File: src/rtl/spi_err_pkg.sv
package spi_err_pkg;
  localparam int STICKY_W   = 14;
  localparam int B_XFER_END = 0;
  localparam int B_BAD_CMD  = 1;
  localparam int B_WR_UNDER = 2;
  localparam int B_WR_OVER  = 3;
  localparam int B_RD_UNDER = 4;
  localparam int B_RD_OVER  = 5;
  localparam int B_WF_OVF   = 8;
  localparam int B_RF_EMPTY = 9;
  localparam int B_RF_UNDER = 10;
  localparam int B_LOG_WR   = 11;
  localparam int B_INT_WR   = 12;
  localparam int B_INT_RD   = 13;
  localparam int B_WR_AVAIL = 16;
  localparam int B_RD_AVAIL = 17;
  localparam int B_SPI_SUM  = 24;
  localparam int B_INT_SUM  = 25;
  localparam int B_IRQ      = 26;

  localparam logic [STICKY_W-1:0] SPI_GRP   = 14'h073F;
  localparam logic [STICKY_W-1:0] INT_GRP   = 14'h3800;
  localparam logic [STICKY_W-1:0] VALID_MSK = SPI_GRP | INT_GRP;

  typedef enum logic [1:0] {
    A_STATUS = 2'd0,
    A_MASK   = 2'd1,
    A_THRESH = 2'd2,
    A_NONE   = 2'd3
  } reg_addr_e;
endpackage

File: src/rtl/spi_err_detect.sv
module spi_err_detect
  import spi_err_pkg::*;
#(
  parameter int BITCNT_W = 16,
  parameter int LEN_W    = 8,
  parameter int WF_DEPTH = 16,
  parameter int WCNT_W   = 5,
  parameter int RCNT_W   = 5,
  parameter logic [7:0] OPC_RD = 8'h41,
  parameter logic [7:0] OPC_WR = 8'h61
) (
  input  logic                clk,
  input  logic                rst_n,
  input  logic                xfer_end_i,
  input  logic [BITCNT_W-1:0] xfer_bits_i,
  input  logic                cmd_valid_i,
  input  logic [7:0]          cmd_opcode_i,
  input  logic                seq_end_i,
  input  logic                seq_cont_i,
  input  logic                seq_write_i,
  input  logic [LEN_W-1:0]    seq_req_words_i,
  input  logic [LEN_W-1:0]    seq_done_words_i,
  input  logic                rf_fetch_i,
  input  logic                rf_first_i,
  input  logic [RCNT_W-1:0]   rf_count_i,
  input  logic                wf_push_i,
  input  logic [WCNT_W-1:0]   wf_count_i,
  input  logic                int_rd_err_i,
  input  logic                int_wr_err_i,
  input  logic                err_log_wr_i,
  output logic [STICKY_W-1:0] set_o
);
  localparam logic [WCNT_W-1:0] WF_FULL = WCNT_W'(WF_DEPTH);

  logic short_seq, extra_clk, rf_dry, partial_byte;
  logic unused_bits;
  assign unused_bits = ^xfer_bits_i;

  assign partial_byte = (xfer_bits_i[2:0] != 3'd0);
  assign short_seq    = seq_end_i  && (seq_done_words_i <  seq_req_words_i);
  assign extra_clk    = seq_cont_i && (seq_done_words_i >= seq_req_words_i);
  assign rf_dry       = rf_fetch_i && (rf_count_i == '0);

  always_comb begin
    set_o             = '0;
    set_o[B_XFER_END] = xfer_end_i && partial_byte;
    set_o[B_BAD_CMD]  = cmd_valid_i && (cmd_opcode_i != OPC_RD) && (cmd_opcode_i != OPC_WR);
    set_o[B_WR_UNDER] = short_seq &&  seq_write_i;
    set_o[B_RD_UNDER] = short_seq && !seq_write_i;
    set_o[B_WR_OVER]  = extra_clk &&  seq_write_i;
    set_o[B_RD_OVER]  = extra_clk && !seq_write_i;
    set_o[B_RF_EMPTY] = rf_dry &&  rf_first_i;
    set_o[B_RF_UNDER] = rf_dry && !rf_first_i;
    set_o[B_WF_OVF]   = wf_push_i && (wf_count_i >= WF_FULL);
    set_o[B_LOG_WR]   = err_log_wr_i;
    set_o[B_INT_WR]   = int_wr_err_i;
    set_o[B_INT_RD]   = int_rd_err_i;
  end

  AST_BYTE_ALIGNED_QUIET: assert property (@(posedge clk) disable iff (!rst_n)
    (xfer_end_i && xfer_bits_i[2:0] == 3'd0) |-> !set_o[B_XFER_END]);
  AST_RF_FAULT_EXCL: assert property (@(posedge clk) disable iff (!rst_n)
    $onehot0({set_o[B_RF_EMPTY], set_o[B_RF_UNDER]}));
  AST_DIR_EXCL: assert property (@(posedge clk) disable iff (!rst_n)
    $onehot0({set_o[B_WR_UNDER], set_o[B_RD_UNDER], set_o[B_WR_OVER], set_o[B_RD_OVER]}));
endmodule

File: src/rtl/spi_err_flags.sv
module spi_err_flags
  import spi_err_pkg::*;
(
  input  logic                clk,
  input  logic                rst_n,
  input  logic [STICKY_W-1:0] set_i,
  input  logic [STICKY_W-1:0] clr_i,
  input  logic [STICKY_W-1:0] mask_i,
  output logic [STICKY_W-1:0] st_o,
  output logic                spi_sum_o,
  output logic                int_sum_o
);
  logic [STICKY_W-1:0] st_q, live;

  always_ff @(posedge clk or negedge rst_n) begin
    if (!rst_n) st_q <= '0;
    else        st_q <= ((st_q & ~clr_i) | set_i) & VALID_MSK;
  end

  assign live      = st_q & ~mask_i;
  assign spi_sum_o = |(live & SPI_GRP);
  assign int_sum_o = |(live & INT_GRP);
  assign st_o      = st_q;

  AST_SET_LANDS: assert property (@(posedge clk) disable iff (!rst_n)
    (|set_i) |=> ((st_q & $past(set_i)) == $past(set_i)));
  AST_STICKY_HOLD: assert property (@(posedge clk) disable iff (!rst_n)
    (|(st_q & ~clr_i)) |=> ((st_q & $past(st_q & ~clr_i)) == $past(st_q & ~clr_i)));
  AST_CLEAR_WORKS: assert property (@(posedge clk) disable iff (!rst_n)
    (|(clr_i & ~set_i & st_q)) |=> ((st_q & $past(clr_i & ~set_i)) == '0));
  AST_NO_SPONTANEOUS: assert property (@(posedge clk) disable iff (!rst_n)
    1'b1 |=> ((st_q & ~$past(st_q) & ~$past(set_i)) == '0));
endmodule

File: src/rtl/spi_err_level.sv
module spi_err_level #(
  parameter int WF_DEPTH = 16,
  parameter int WCNT_W   = 5,
  parameter int RCNT_W   = 5
) (
  input  logic [WCNT_W-1:0] wf_count_i,
  input  logic [RCNT_W-1:0] rf_count_i,
  input  logic [WCNT_W-1:0] wr_thr_i,
  input  logic [RCNT_W-1:0] rd_thr_i,
  output logic              wr_avail_o,
  output logic              rd_avail_o
);
  localparam logic [WCNT_W-1:0] WF_FULL = WCNT_W'(WF_DEPTH);
  logic [WCNT_W-1:0] wf_free;

  assign wf_free    = (wf_count_i >= WF_FULL) ? '0 : (WF_FULL - wf_count_i);
  assign wr_avail_o = (wf_free >= wr_thr_i);
  assign rd_avail_o = (rf_count_i >= rd_thr_i);

  always_comb begin
    if (rd_thr_i == '0) AST_RD_ZERO_THR: assert (rd_avail_o);
    if (wr_thr_i == '0) AST_WR_ZERO_THR: assert (wr_avail_o);
  end
endmodule

File: src/rtl/spi_err_regs.sv
module spi_err_regs
  import spi_err_pkg::*;
#(
  parameter int WCNT_W = 5,
  parameter int RCNT_W = 5
) (
  input  logic                clk,
  input  logic                rst_n,
  input  logic                reg_wr_i,
  input  logic [1:0]          reg_addr_i,
  input  logic [31:0]         reg_wdata_i,
  input  logic [STICKY_W-1:0] st_i,
  input  logic                wr_avail_i,
  input  logic                rd_avail_i,
  input  logic                spi_sum_i,
  input  logic                int_sum_i,
  input  logic                irq_i,
  output logic [STICKY_W-1:0] clr_o,
  output logic [STICKY_W-1:0] mask_o,
  output logic [WCNT_W-1:0]   wr_thr_o,
  output logic [RCNT_W-1:0]   rd_thr_o,
  output logic [31:0]         rdata_o
);
  reg_addr_e addr;
  logic unused_wdata;
  assign addr         = reg_addr_e'(reg_addr_i);
  assign unused_wdata = ^reg_wdata_i;

  assign clr_o = (reg_wr_i && addr == A_STATUS) ? (reg_wdata_i[STICKY_W-1:0] & VALID_MSK) : '0;

  always_ff @(posedge clk or negedge rst_n) begin
    if (!rst_n) begin
      mask_o   <= '0;
      wr_thr_o <= WCNT_W'(1);
      rd_thr_o <= RCNT_W'(1);
    end else if (reg_wr_i) begin
      if (addr == A_MASK) mask_o <= reg_wdata_i[STICKY_W-1:0] & VALID_MSK;
      if (addr == A_THRESH) begin
        wr_thr_o <= reg_wdata_i[WCNT_W-1:0];
        rd_thr_o <= reg_wdata_i[8 +: RCNT_W];
      end
    end
  end

  always_comb begin
    rdata_o = '0;
    unique case (addr)
      A_STATUS: begin
        rdata_o[STICKY_W-1:0] = st_i;
        rdata_o[B_WR_AVAIL]   = wr_avail_i;
        rdata_o[B_RD_AVAIL]   = rd_avail_i;
        rdata_o[B_SPI_SUM]    = spi_sum_i;
        rdata_o[B_INT_SUM]    = int_sum_i;
        rdata_o[B_IRQ]        = irq_i;
      end
      A_MASK:   rdata_o[STICKY_W-1:0] = mask_o;
      A_THRESH: begin
        rdata_o[WCNT_W-1:0] = wr_thr_o;
        rdata_o[8 +: RCNT_W] = rd_thr_o;
      end
      default:  rdata_o = '0;
    endcase
  end

  AST_MASK_RESERVED_ZERO: assert property (@(posedge clk) disable iff (!rst_n)
    (mask_o & ~VALID_MSK) == '0);
endmodule

File: src/rtl/spi_err_status.sv
module spi_err_status
  import spi_err_pkg::*;
#(
  parameter int BITCNT_W = 16,
  parameter int LEN_W    = 8,
  parameter int WF_DEPTH = 16,
  parameter int RF_DEPTH = 16,
  parameter logic [7:0] OPC_RD = 8'h41,
  parameter logic [7:0] OPC_WR = 8'h61,
  localparam int WCNT_W = $clog2(WF_DEPTH + 1),
  localparam int RCNT_W = $clog2(RF_DEPTH + 1)
) (
  input  logic                clk,
  input  logic                rst_n,
  input  logic                xfer_end_i,
  input  logic [BITCNT_W-1:0] xfer_bits_i,
  input  logic                cmd_valid_i,
  input  logic [7:0]          cmd_opcode_i,
  input  logic                seq_end_i,
  input  logic                seq_cont_i,
  input  logic                seq_write_i,
  input  logic [LEN_W-1:0]    seq_req_words_i,
  input  logic [LEN_W-1:0]    seq_done_words_i,
  input  logic                rf_fetch_i,
  input  logic                rf_first_i,
  input  logic [RCNT_W-1:0]   rf_count_i,
  input  logic                wf_push_i,
  input  logic [WCNT_W-1:0]   wf_count_i,
  input  logic                int_rd_err_i,
  input  logic                int_wr_err_i,
  input  logic                err_log_wr_i,
  input  logic                reg_wr_i,
  input  logic [1:0]          reg_addr_i,
  input  logic [31:0]         reg_wdata_i,
  output logic [31:0]         reg_rdata_o,
  output logic                wr_avail_o,
  output logic                rd_avail_o,
  output logic                spi_err_irq_o,
  output logic                int_err_irq_o,
  output logic                irq_o
);
  logic [STICKY_W-1:0] set_vec, clr_vec, mask_q, st_q;
  logic [WCNT_W-1:0]   wr_thr;
  logic [RCNT_W-1:0]   rd_thr;

  spi_err_detect #(
    .BITCNT_W(BITCNT_W), .LEN_W(LEN_W), .WF_DEPTH(WF_DEPTH),
    .WCNT_W(WCNT_W), .RCNT_W(RCNT_W), .OPC_RD(OPC_RD), .OPC_WR(OPC_WR)
  ) i_detect (
    .clk(clk), .rst_n(rst_n),
    .xfer_end_i(xfer_end_i), .xfer_bits_i(xfer_bits_i),
    .cmd_valid_i(cmd_valid_i), .cmd_opcode_i(cmd_opcode_i),
    .seq_end_i(seq_end_i), .seq_cont_i(seq_cont_i), .seq_write_i(seq_write_i),
    .seq_req_words_i(seq_req_words_i), .seq_done_words_i(seq_done_words_i),
    .rf_fetch_i(rf_fetch_i), .rf_first_i(rf_first_i), .rf_count_i(rf_count_i),
    .wf_push_i(wf_push_i), .wf_count_i(wf_count_i),
    .int_rd_err_i(int_rd_err_i), .int_wr_err_i(int_wr_err_i), .err_log_wr_i(err_log_wr_i),
    .set_o(set_vec)
  );

  spi_err_flags i_flags (
    .clk(clk), .rst_n(rst_n), .set_i(set_vec), .clr_i(clr_vec), .mask_i(mask_q),
    .st_o(st_q), .spi_sum_o(spi_err_irq_o), .int_sum_o(int_err_irq_o)
  );

  assign irq_o = spi_err_irq_o | int_err_irq_o;

  spi_err_level #(.WF_DEPTH(WF_DEPTH), .WCNT_W(WCNT_W), .RCNT_W(RCNT_W)) i_level (
    .wf_count_i(wf_count_i), .rf_count_i(rf_count_i),
    .wr_thr_i(wr_thr), .rd_thr_i(rd_thr),
    .wr_avail_o(wr_avail_o), .rd_avail_o(rd_avail_o)
  );

  spi_err_regs #(.WCNT_W(WCNT_W), .RCNT_W(RCNT_W)) i_regs (
    .clk(clk), .rst_n(rst_n),
    .reg_wr_i(reg_wr_i), .reg_addr_i(reg_addr_i), .reg_wdata_i(reg_wdata_i),
    .st_i(st_q), .wr_avail_i(wr_avail_o), .rd_avail_i(rd_avail_o),
    .spi_sum_i(spi_err_irq_o), .int_sum_i(int_err_irq_o), .irq_i(irq_o),
    .clr_o(clr_vec), .mask_o(mask_q), .wr_thr_o(wr_thr), .rd_thr_o(rd_thr),
    .rdata_o(reg_rdata_o)
  );

  AST_QUIET_NO_IRQ: assert property (@(posedge clk) disable iff (!rst_n)
    (st_q == '0) |-> !irq_o);
  AST_IRQ_NEEDS_UNMASKED: assert property (@(posedge clk) disable iff (!rst_n)
    irq_o |-> (|(st_q & ~mask_q)));
endmodule

File: config.mk
export PLATFORM = sky130hd
export DESIGN_NAME = spi_err_status
export DESIGN_NICKNAME = d
export VERILOG_FILES = /design/src/rtl/spi_err_pkg.sv /design/src/rtl/spi_err_detect.sv /design/src/rtl/spi_err_flags.sv /design/src/rtl/spi_err_level.sv /design/src/rtl/spi_err_regs.sv /design/src/rtl/spi_err_status.sv
export SDC_FILE = /design/constraint.sdc
export NUM_CORES = 1
export LEC_CHECK = 0
export ABC_CLOCK_PERIOD_IN_PS = 2600
export BUFFER_PORTS_ARGS = -buffer_cell sky130_fd_sc_hd__clkbuf_2
export CORE_MARGIN = 3
export CORE_UTILIZATION = 45
export CTS_CLUSTER_DIAMETER = 60
export DETAILED_ROUTE_END_ITERATION = 6
export PLACE_DENSITY = 0.88
export SYNTH_ARGS = -nofsm -noshare
export SYNTH_HDL_FRONTEND = slang
export SYNTH_SLANG_ARGS = --single-unit
File: constraint.sdc
create_clock -name clk -period 2.6 [get_ports clk]
set_input_delay 0.26 -clock clk [delete_from_list [all_inputs] [get_ports clk]]
set_output_delay 0.26 -clock clk [all_outputs]
set_load 0.01 [all_outputs]
==> summary.log <==
[outcome] status completed
[cells_and_area] FF/Latch Area 853 µm²
[logic_synthesis] Syn Std Cell Area 2430 µm²
[placed_design] IO Port Bufs 85
[logic_synthesis] biggest area consumer among synthesized cells sky130_fd_sc_hd__dfrtp_1
[clock_tree] clock input transition at the sequential cells of the worst setup and hold paths 70 ps
[clock_tree] clock tree from TritonCTS done
[sta] setup_tns 0 ps
[detailed_routing] WL/cell 13.1 µm
[logic_synthesis] Synth Register Bits 34
[floorplanning] number of I/O pins 135
[worst_setup_path] cell seen most often among critical-path stages sky130_fd_sc_hd__clkbuf_2
[logic_synthesis] Synth Area in XOR/XNOR 0.360%
[logic_synthesis] share of the synthesized area in the top cell type 33.0%
[logic_synthesis] ranking of synthesized cells by area sky130_fd_sc_hd__dfrtp_1 33%, sky130_fd_sc_hd__ha_1 10%, sky130_fd_sc_hd__mux2_2 10%
[logic_synthesis] Syn Inst Count 268
[floorplanning] die boundary height 79.5 µm
[placed_design] post-detailed-placement half-perimeter wirelength 4530 µm
[worst_setup_path] library cell contributing the largest single delay on the critical path sky130_fd_sc_hd__or4_4
[pwr] switching component of the power 0.493 mW
[sta] share of the cycle needed by the critical path after routing 93.4%
[logic_synthesis] Netlist cell types 41
[floorplanning] core area 5170 µm²
[floorplanning] Die Span X 79.5 µm
[detailed_routing] detailed-route wire length 5570 µm
[hold_path] kind of path behind the tightest hold check primary input to async pin
[logic_synthesis] most numerous cell types in the synthesized netlist 39 x sky130_fd_sc_hd__nand2_1, 32 x sky130_fd_sc_hd__dfrtp_1, 31 x sky130_fd_sc_hd__inv_1
[worst_setup_path] crit path capture type primary output
[logic_synthesis] top_reg_cell synth sky130_fd_sc_hd__dfrtp_1
[worst_setup_path] Max Fanout on Critical Path 6
[pwr] internal power consumption 1.04 mW
[detailed_routing] number of design rule violations left after detail routing 0
[floorplanning] Die Outline Area 6320 µm²
[detailed_routing] DR vias/cell 4.96
[grt] global route total overflow 0
[pwr] IR Drop Worst-Case VDD 0.000283 V
[logic_synthesis] main combinational cell family by area after synthesis simple AND/OR/NAND/NOR gates
[worst_setup_path] CP peak stage delay 560 ps
[cells_and_area] area taken by multi-input logic gates 1370 µm²
[floorplanning] total number of placement rows 26
[worst_setup_path] WP buf/inv 2
[grt] GRT Overall Usage 18.4%
[sta] number of endpoints with negative hold slack in the final report 0
[worst_setup_path] Startpoint Class primary input
[grt] number of antenna violations at the first check in global routing 0
[logic_synthesis] most frequent cell after synthesis sky130_fd_sc_hd__nand2_1
[grt] met1 layer usage reported by global route 21.5%
[grt] met3 Track Usage GR 4.51%
[logic_synthesis] complex-gate fraction of the synthesized area 12.0%
[sta] Fmax achieved 412 MHz
[clock_tree] clock tree root buffer cell sky130_fd_sc_hd__clkbuf_8
[flow_run] max-cap viol count 0
[sta] setup repair after global routing missed its margin no
[logic_synthesis] async set-reset flop share out of synthesis 100%
[pwr] share of total power in sequential cells 44.6%
[logic_synthesis] multiplexer area fraction after synthesis 15.1%
[sta] final slew viol count 0
[detailed_routing] number of optimization iterations in the first detailed-route pass 5
[worst_setup_path] worst path arrival time 2170 ps
[logic_synthesis] sequential cell area fraction in the yosys report 35.1%
[placed_design] placed inst area 2870 µm²
[grt] global-route layer with the greatest usage met2
[floorplanning] Starting Density 47.0%
[pwr] part of the power in combinational logic 31.1%
[sta] transition at the pin with the smallest max-transition slack 815 ps
[worst_setup_path] start-to-end type of the worst setup path primary input to primary output
[detailed_routing] Routed Antenna Nets 0
[sta] headroom to the max-slew limit 45.7%
[sta] Clock Skew 0 ps
[clock_tree] CTS H-Tree Depth 2
[grt] GR Layer Usage met2 32.2%
[cells_and_area] Area growth, synth to finish 21.9%
[cells_and_area] Inserted Diodes 0
[worst_setup_path] cell family with the largest share of critical-path delay simple AND/OR/NAND/NOR gates
[pwr] PD cells 518 nW/µm²
[cells_and_area] Filler Cells Inserted 494
[grt] global-route wire length before repair 9180 µm
[worst_setup_path] cells along the critical path clkbuf_2, or4_4, a21oi_4, nand2_1, ha_1, nand2b_1, a21o_1, a21oi_2, o21ai_0, clkbuf_2
[logic_synthesis] post-synthesis share of cell area spent on and, or, nand and nor gates 16.2%
[cells_and_area] final design area excluding fillers 2960 µm²
[detailed_routing] 1st-iter DRT viols 73
[placed_design] final estimated routing congestion in global placement 0.780
[grt] vias in the first global route 2103
[worst_setup_path] Req. time, crit path 2340 ps
[grt] largest net degree at the start of global routing 35
[logic_synthesis] Avg Inst Size Synth 9.07 µm²
[logic_synthesis] adder-cell share of the synthesized area 10.3%
[cells_and_area] number of nets in the layout 473
[pwr] leakage component of the power 1.56 nW
[detailed_routing] total via count in the routed design 2115
[clock_tree] clock latency of the later-clocked register in the worst-skew pair 280 ps
[pwr] proportion of power drawn by the clock network 24.3%
[sta] final critical path time including I/O delays and setup 2430 ps
[logic_synthesis] Yosys warning count 0
[clock_tree] TritonCTS buffer count 5
[cells_and_area] share of final-layout standard cells stronger than drive strength 1 35.1%
[logic_synthesis] count of flip-flops with a built-in enable after synthesis 0
[clock_tree] clock net sink count 34
[pwr] Switching Fraction 32.2%
[clock_tree] CTS hold repair buffers 0
[clock_tree] clock tree buffer depth 2
[sta] total of endpoints with negative setup slack in the final report 0
## per-stage QoR
step / total power, mW / std cells / setup slack (ps) / utilization (%) / hold WS, ps
6_report: 1.53 / 426 / 170 / 57.3 / 54.1
5_1_grt: 1.64 / 426 / 2.65 / 57.3 / 125
4_1_cts: 1.55 / 426 / 93.9 / 57.1 / 84.4
3_5_place_dp: 1.17 / 418 / 87.3 / 55.5 / 398
3_3_place_gp: 1.15 / 418 / 143 / 55.5 / 385
2_1_floorplan: 0.999 / 282 / 440 / - / -35.6
## power by group through the flow
stage / Clock, mW / Sequential (mW) / Combinational [mW]
3_5_place_dp: 0 / 0.694 / 0.478
5_1_grt: 0.402 / 0.696 / 0.545
2_1_floorplan: 0 / 0.674 / 0.325
4_1_cts: 0.384 / 0.684 / 0.482
3_3_place_gp: 0 / 0.687 / 0.459
6_report: 0.372 / 0.684 / 0.477
## layout make-up
cell class	instances	share of cell area (%)
inverter	31	3.93
sequential	34	28.8
tap	70	2.96
timing repair buffer	88	15.1
clock inverter	2	0.338
clock buffer	6	2.45
multi-input combinational	195	46.4
## routing by layer
| layer | wire length [µm] | vias to the layer above |
|---|---|---|
| met3 | 375 | 9 |
| li1 | - | 1060 |
| met4 | 100 | 0 |
| met5 | 0 | - |
| met1 | 2330 | 975 |
| met2 | 2760 | 71 |
## what timing repair did
item,CTS,global route
endpoints found under the setup margin,0,2
resized for setup,0,2
setup buffers,0,0
hold endpoints to repair,0,0
## state kept, by name, indices dropped and copies added, names as in the netlist
signal           flops
i_regs.rd_thr_o      5
i_regs.wr_thr_o      5
i_regs.mask_o       12
i_flags.st_o        12
## path summary, 6_finish.rpt
path / from / end / slack [ps] / depth (start not counted)
max: wf_count_i[1] / wr_avail_o / 170 / 10
min: rst_n / i_regs.mask_o[0] / 50 / 1
max reg2reg: i_regs.mask_o[5] / i_regs.mask_o[5] / 1810 / 1
min reg2reg: i_flags.st_o[10] / i_flags.st_o[10] / 510 / 2
max in group asynchronous: rst_n / i_regs.mask_o[9] / 2030 / 1
min in group clk: err_log_wr_i / i_flags.st_o[11] / 140 / 2
## kinds of logic (layout without fill, tap and decap cells)
| group | Yosys count | after routing |
|---|---|---|
| DFF | 34 | 34 |
| other | 1 | 15 |
| buffers and inverters | 53 | 127 |
| AOI/OAI and AO/OA | 45 | 45 |
| and+or+nand+nor | 80 | 80 |
| muxes | 34 | 34 |
| adders and majority gates | 20 | 20 |
| xor gates and xnor gates | 1 | 1 |
## cell usage in the layout (no fill, tap or decap), types with 2 or more instances in the layout
cell,n
sky130_fd_sc_hd__clkbuf_8,5
sky130_fd_sc_hd__nand2b_1,7
sky130_fd_sc_hd__nor3_1,3
sky130_fd_sc_hd__nor2_1,7
sky130_fd_sc_hd__and3_1,2
sky130_fd_sc_hd__clkbuf_2,85
sky130_fd_sc_hd__a21oi_1,4
sky130_fd_sc_hd__inv_1,31
sky130_fd_sc_hd__conb_1,15
sky130_fd_sc_hd__nand2_1,39
sky130_fd_sc_hd__mux2_2,22
sky130_fd_sc_hd__dfstp_2,2
sky130_fd_sc_hd__a21boi_0,2
sky130_fd_sc_hd__clkinv_2,2
sky130_fd_sc_hd__nand3b_1,2
sky130_fd_sc_hd__a21o_1,5
sky130_fd_sc_hd__mux2i_1,12
sky130_fd_sc_hd__dfrtp_1,32
sky130_fd_sc_hd__and2_1,5
sky130_fd_sc_hd__o221ai_1,3
sky130_fd_sc_hd__o21ai_0,20
sky130_fd_sc_hd__ha_1,19
sky130_fd_sc_hd__nor2b_1,2
sky130_fd_sc_hd__nand3_1,5
sky130_fd_sc_hd__o31ai_1,3
sky130_fd_sc_hd__buf_4,3
Note: power is estimated with default switching activity, not from simulation.
